File: src/rtl/sreg_guard_pkg.sv
package sreg_guard_pkg;
  localparam int STAT_W   = 8;
  localparam int NV_W     = 6;
  localparam int BP_W     = 2;
  localparam int SPARE_W  = 3;

  typedef struct packed {
    logic               wpen;
    logic [SPARE_W-1:0] spare;
    logic [BP_W-1:0]    bp;
  } nv_bits_t;

  typedef enum logic [BP_W-1:0] {
    BP_NONE    = 2'b00,
    BP_QUARTER = 2'b01,
    BP_HALF    = 2'b10,
    BP_ALL     = 2'b11
  } bp_code_e;

  function automatic nv_bits_t nv_from_byte(input logic [STAT_W-1:0] b);
    nv_bits_t r;
    r.wpen  = b[7];
    r.spare = b[6:4];
    r.bp    = b[3:2];
    return r;
  endfunction
endpackage

File: src/rtl/sreg_guard_region.sv
module sreg_guard_region
  import sreg_guard_pkg::*;
#(
  parameter int ADDR_W = 15
) (
  input  logic              clk,
  input  logic              rst_n,
  input  logic [BP_W-1:0]   bp_i,
  input  logic [ADDR_W-1:0] addr_i,
  output logic              hit_o
);
  localparam int TOP = ADDR_W - 1;

  always_comb begin
    unique case (bp_code_e'(bp_i))
      BP_NONE:    hit_o = 1'b0;
      BP_QUARTER: hit_o = addr_i[TOP] & addr_i[TOP-1];
      BP_HALF:    hit_o = addr_i[TOP];
      default:    hit_o = 1'b1;
    endcase
  end

  AST_FULL_LOCK: assert property (@(posedge clk) disable iff (!rst_n)
    (bp_i == BP_ALL) |-> hit_o);
  AST_NONE_OPEN: assert property (@(posedge clk) disable iff (!rst_n)
    (bp_i == BP_NONE) |-> !hit_o);
endmodule

File: src/rtl/sreg_guard_store.sv
module sreg_guard_store
  import sreg_guard_pkg::*;
(
  input  logic                clk,
  input  logic                rst_n,
  input  logic                set_wel_i,
  input  logic                clr_wel_i,
  input  logic                wr_op_i,
  input  logic                sel_end_i,
  input  logic                load_i,
  input  logic [STAT_W-1:0]   load_data_i,
  output nv_bits_t            nv_o,
  output logic                wel_o
);
  logic wr_seen_q;
  logic end_clear;

  assign end_clear = sel_end_i & (wr_seen_q | wr_op_i);

  always_ff @(posedge clk or negedge rst_n) begin
    if (!rst_n) begin
      nv_o      <= '0;
      wel_o     <= 1'b0;
      wr_seen_q <= 1'b0;
    end else begin
      if (load_i) nv_o <= nv_from_byte(load_data_i);
      if (clr_wel_i || end_clear) wel_o <= 1'b0;
      else if (set_wel_i)         wel_o <= 1'b1;
      if (sel_end_i)    wr_seen_q <= 1'b0;
      else if (wr_op_i) wr_seen_q <= 1'b1;
    end
  end

  AST_WEL_SET: assert property (@(posedge clk) disable iff (!rst_n)
    (set_wel_i && !clr_wel_i && !sel_end_i) |=> wel_o);
  AST_WEL_CLR: assert property (@(posedge clk) disable iff (!rst_n)
    clr_wel_i |=> !wel_o);
  AST_END_CLEARS: assert property (@(posedge clk) disable iff (!rst_n)
    (sel_end_i && wr_op_i) |=> !wel_o);
endmodule

File: src/rtl/sreg_guard_policy.sv
module sreg_guard_policy
  import sreg_guard_pkg::*;
(
  input  logic clk,
  input  logic rst_n,
  input  logic wel_i,
  input  logic wpen_i,
  input  logic wp_n_i,
  input  logic region_hit_i,
  input  logic sr_valid_i,
  input  logic mem_valid_i,
  output logic sr_permit_o,
  output logic mem_permit_o
);
  logic sr_locked;

  assign sr_locked    = wpen_i & ~wp_n_i;
  assign sr_permit_o  = sr_valid_i & wel_i & ~sr_locked;
  assign mem_permit_o = mem_valid_i & wel_i & ~region_hit_i;

  AST_NO_PERMIT_WEL0: assert property (@(posedge clk) disable iff (!rst_n)
    !wel_i |-> (!sr_permit_o && !mem_permit_o));
  AST_PIN_LOCK: assert property (@(posedge clk) disable iff (!rst_n)
    (wpen_i && !wp_n_i) |-> !sr_permit_o);
endmodule

File: src/rtl/sreg_guard.sv
module sreg_guard
  import sreg_guard_pkg::*;
#(
  parameter int ADDR_W = 15
) (
  input  logic              clk,
  input  logic              rst_n,
  input  logic              set_wel_i,
  input  logic              clr_wel_i,
  input  logic              wr_op_i,
  input  logic              sel_end_i,
  input  logic              sr_wr_valid_i,
  input  logic [7:0]        sr_wr_data_i,
  input  logic              mem_wr_valid_i,
  input  logic [ADDR_W-1:0] mem_wr_addr_i,
  input  logic              wp_n_i,
  output logic [7:0]        status_o,
  output logic              sr_wr_permit_o,
  output logic              mem_wr_permit_o
);
  nv_bits_t nv;
  logic     wel;
  logic     hit;

  sreg_guard_store u_store (
    .clk         (clk),
    .rst_n       (rst_n),
    .set_wel_i   (set_wel_i),
    .clr_wel_i   (clr_wel_i),
    .wr_op_i     (wr_op_i),
    .sel_end_i   (sel_end_i),
    .load_i      (sr_wr_permit_o),
    .load_data_i (sr_wr_data_i),
    .nv_o        (nv),
    .wel_o       (wel)
  );

  sreg_guard_region #(.ADDR_W(ADDR_W)) u_region (
    .clk    (clk),
    .rst_n  (rst_n),
    .bp_i   (nv.bp),
    .addr_i (mem_wr_addr_i),
    .hit_o  (hit)
  );

  sreg_guard_policy u_policy (
    .clk          (clk),
    .rst_n        (rst_n),
    .wel_i        (wel),
    .wpen_i       (nv.wpen),
    .wp_n_i       (wp_n_i),
    .region_hit_i (hit),
    .sr_valid_i   (sr_wr_valid_i),
    .mem_valid_i  (mem_wr_valid_i),
    .sr_permit_o  (sr_wr_permit_o),
    .mem_permit_o (mem_wr_permit_o)
  );

  assign status_o = {nv.wpen, nv.spare, nv.bp, wel, 1'b0};

  AST_SR_HELD: assert property (@(posedge clk) disable iff (!rst_n)
    !sr_wr_permit_o |=> $stable(status_o[7:2]));
  AST_SR_LOADED: assert property (@(posedge clk) disable iff (!rst_n)
    sr_wr_permit_o |=> (status_o[7:2] == $past(sr_wr_data_i[7:2])));
endmodule

File: config.mk
export PLATFORM = sky130hd
export DESIGN_NAME = sreg_guard
export DESIGN_NICKNAME = d
export VERILOG_FILES = /design/src/rtl/sreg_guard_pkg.sv /design/src/rtl/sreg_guard_region.sv /design/src/rtl/sreg_guard_store.sv /design/src/rtl/sreg_guard_policy.sv /design/src/rtl/sreg_guard.sv
export SDC_FILE = /design/constraint.sdc
export NUM_CORES = 1
export LEC_CHECK = 0
export ABC_AREA = 1
export BUFFER_PORTS_ARGS = -buffer_cell sky130_fd_sc_hd__buf_4
export CAP_MARGIN = 20
export CORE_AREA = 2 2 39 41
export DETAILED_ROUTE_END_ITERATION = 10
export DIE_AREA = 0 0 41 43
export PLACE_DENSITY = 0.76
export SLEW_MARGIN = 10
export SYNTH_ARGS = -nofsm -noshare
export SYNTH_HDL_FRONTEND = slang
export SYNTH_SLANG_ARGS = --single-unit
export TNS_END_PERCENT = 20
File: constraint.sdc
create_clock -name clk -period 0.9 [get_ports clk]
set_input_delay 0.135 -clock clk [delete_from_list [all_inputs] [get_ports clk]]
set_output_delay 0.135 -clock clk [all_outputs]
set_load 0.02 [all_outputs]
==> reports/qor.log <==
[final_layout] diode count 0
[sta] worst clock skew 0.000241 ns
[sta] final critical-path required period 1.20 ns
[global_route] number of global-route vias before repair 398
[global_route] busiest layer in global routing met2
[min_path] min-delay src sel_end_i
[cts] htree depth 1
[min_path] classification of the worst-slack hold path in2reg
[worst_setup_path] worst r2r src u_store.wel_o
[synth] post-synthesis net count 84
[placed_design] quantity of I/O buffers inserted on ports 25
[global_route] number of antenna violations at the first check in global routing 0
[synth] mean post-synth cell area 7.82 um^2
[sta] Peak Freq 833 MHz
[final_layout] multi-input gate area in the final layout 181 um^2
[power_and_ir_drop] Power Dens Cells 1610 mW/mm^2
[final_layout] post-layout utilization of the core 0.588
[global_route] maximum number of pins on one net before global-route repair 9
[sta] part of the cycle the worst path needs 1.33
[final_layout] Final Net Count 126
[die] floorplan die area 0.00176 mm^2
[worst_setup_path] launch point of the critical path u_store.nv_o[0]
[placed_design] post-detail-place hpwl 709 um
[die] number of cell rows 14
[synth] total standard cell area after synthesis 407 um^2
[die] placeable core region 0.00138 mm^2
[status] violations in the final reports setup timing
[synth] synthesized instance count 52
[global_route] first-pass GRT wire length 1480 um
[cts] sinks on the clock net 8
[sta] worst hold-check slack 0.0361 ns
[synth] Seq/Total Area, Yosys 0.492
[power_and_ir_drop] peak ir drop on the vdd network 0.000771 V
[detailed_routing] routed via count 454
[final_layout] count of filler cells inserted in the layout 135
[global_route] met1 usage 0.134
[worst_setup_path] capturing element type of the critical path primary output
[die] die width 41 um
[final_layout] register cell area after layout 203 um^2
[cts] cell chosen for the clock root sky130_fd_sc_hd__clkbuf_4
[final_layout] share of cells above drive strength 1 0.620
[final_layout] most frequent cells in the layout sky130_fd_sc_hd__buf_4 (25), sky130_fd_sc_hd__nand2_1 (17), sky130_fd_sc_hd__buf_6 (14), sky130_fd_sc_hd__dfrtp_1 (6)
[cts] Clock Pin Slew Worst Setup and Hold Paths 0.05 ns
[synth] flops & latches, synth 8
[detailed_routing] drt first-iter violations 6
[synth] Synth warnings 0
[worst_setup_path] largest fanout on the critical path 4
[detailed_routing] Via-to-Cell Ratio 4.20
[sta] setup repair after global routing missed its margin true
[cts] CTS tree yes
[cts] maximum buffer depth of the clock tree 2
[worst_setup_path] Critical Path RT 0.76 ns
[power_and_ir_drop] Pleak 0.451 nW
[synth] Yosys cell types 13
[sta] minimum setup slack in the final design -0.300 ns
[final_layout] leading cell type in the layout, fill and taps excluded sky130_fd_sc_hd__buf_4
[global_route] met3 Usage GRT 0.0471
[die] initial cell density of the core 0.294
[final_layout] Area growth, synth to finish 100%
[sta] Setup-failing EPs final 16
[die] # IOs 42
[worst_setup_path] worst path arrival time 1.07 ns
[detailed_routing] total DRC errors in the routed layout 0
[sta] hold violation total from the final report 0
[global_route] GRT Overall Usage 0.133
[die] Die Span Y 43 um
[placed_design] gp weighted congestion 0.740
[worst_setup_path] CP startpoint kind register
[sta] count of final max-slew check failures 0
[cts] Clk Latency, worst-skew pair 0.25 ns
[worst_setup_path] critical path type reg2out
[detailed_routing] routed length per instance 9.31 um
[global_route] Remaining Overflow, GRT 0
[detailed_routing] router iterations before antenna repair 3
[job] max-capacitance violation count 0
[cts] Num CTS Buffers 3
[detailed_routing] WL final 1010 um
[power_and_ir_drop] Total Power Consumption 1.31 mW
[global_route] met2 usage 0.200
[detailed_routing] remaining number of nets flagged by the antenna check after routing 0
[status] outcome finished with violations
==> final timing paths <==
path	endpoint	slack [ns]	cells after the start
worst max-delay path	mem_wr_permit_o	-0.30	6
worst min-delay path	u_store.wr_seen_q	0.04	2
worst max register to register	u_store.nv_o[5]	-0.21	6
worst min register to register	u_store.wr_seen_q	0.48	2
max in group asynchronous	u_store.nv_o[0]	0.51	2
min in group asynchronous	u_store.wr_seen_q	0.25	2
==> state kept, by name (all words and copies together) (netlist names) <==
name,flops
u_store.nv_o,6
u_store.wel_o,1
u_store.wr_seen_q,1
==> cells by family after synthesis <==
family,share of synthesized area
AO/OA/AOI/OAI,0.0308
buffers and inverters,0.132
flip-flops,0.492
other,0.00922
AND/OR/NAND/NOR,0.335
==> report_power, final <==
part / leakage (nW) / switching, mW / internal, mW
Combinational: 0.340 / 0.247 / 0.303
Clock: 0.0138 / 0.120 / 0.152
Sequential: 0.0975 / 0.0559 / 0.432
==> critical path, stage by stage, from the launching register on <==
cell	delay, ns
sky130_fd_sc_hd__dfrtp_2	0.42
sky130_fd_sc_hd__nand2_1	0.07
sky130_fd_sc_hd__inv_1	0.03
sky130_fd_sc_hd__nor2_1	0.08
sky130_fd_sc_hd__nand2_1	0.06
sky130_fd_sc_hd__inv_2	0.05
sky130_fd_sc_hd__buf_6	0.10
==> cell type report <==
| cell class | count | area share |
|---|---|---|
| timing repair buffer | 40 | 0.437 |
| sequential | 8 | 0.249 |
| multi-input combinational | 34 | 0.223 |
| inverter | 7 | 0.0385 |
| clock buffer | 3 | 0.0277 |
| tap | 16 | 0.0246 |
==> stage by stage <==
stage	instance area, um^2	std cells	setup slack (ns)	TNS [ns]
after global routing	813	108	-0.385	-2.50
after global placement	654	98	-0.0586	-0.233
final	813	108	-0.300	-1.84
after detailed placement	654	98	-0.0691	-0.365
after floorplan	409	52	-0.00630	-0.00630
after CTS	754	105	-0.325	-1.53
==> repair_timing <==
action	4_1_cts	5_1_grt
buffers inserted	3	3
endpoints found under the hold margin	8	0
endpoints found under the setup margin	15	15
hold buffers	1	0
gates resized for setup	12	8
pin swaps	3	5
==> cell usage after synthesis <==
| cell | n | area share |
|---|---|---|
| sky130_fd_sc_hd__nand3_1 | 6 | 0.074 |
| sky130_fd_sc_hd__clkinv_4 | 1 | 0.022 |
| sky130_fd_sc_hd__inv_1 | 4 | 0.037 |
| sky130_fd_sc_hd__o21ai_1 | 1 | 0.012 |
| sky130_fd_sc_hd__inv_2 | 2 | 0.018 |
| sky130_fd_sc_hd__nand2_2 | 2 | 0.031 |
| sky130_fd_sc_hd__o21bai_1 | 1 | 0.018 |
| sky130_fd_sc_hd__conb_1 | 1 | 0.0092 |
| sky130_fd_sc_hd__buf_4 | 3 | 0.055 |
| sky130_fd_sc_hd__nand2_4 | 1 | 0.028 |
| sky130_fd_sc_hd__dfrtp_1 | 8 | 0.49 |
| sky130_fd_sc_hd__nand2_1 | 17 | 0.16 |
| sky130_fd_sc_hd__nor2_1 | 5 | 0.046 |
==> per-layer routing <==
metal	routed length [um]	vias to the layer above
met5	0	-
met4	8	0
met3	88	2
met2	514	19
met1	394	198
li1	-	235
Note: power is estimated with default switching activity, not from simulation.
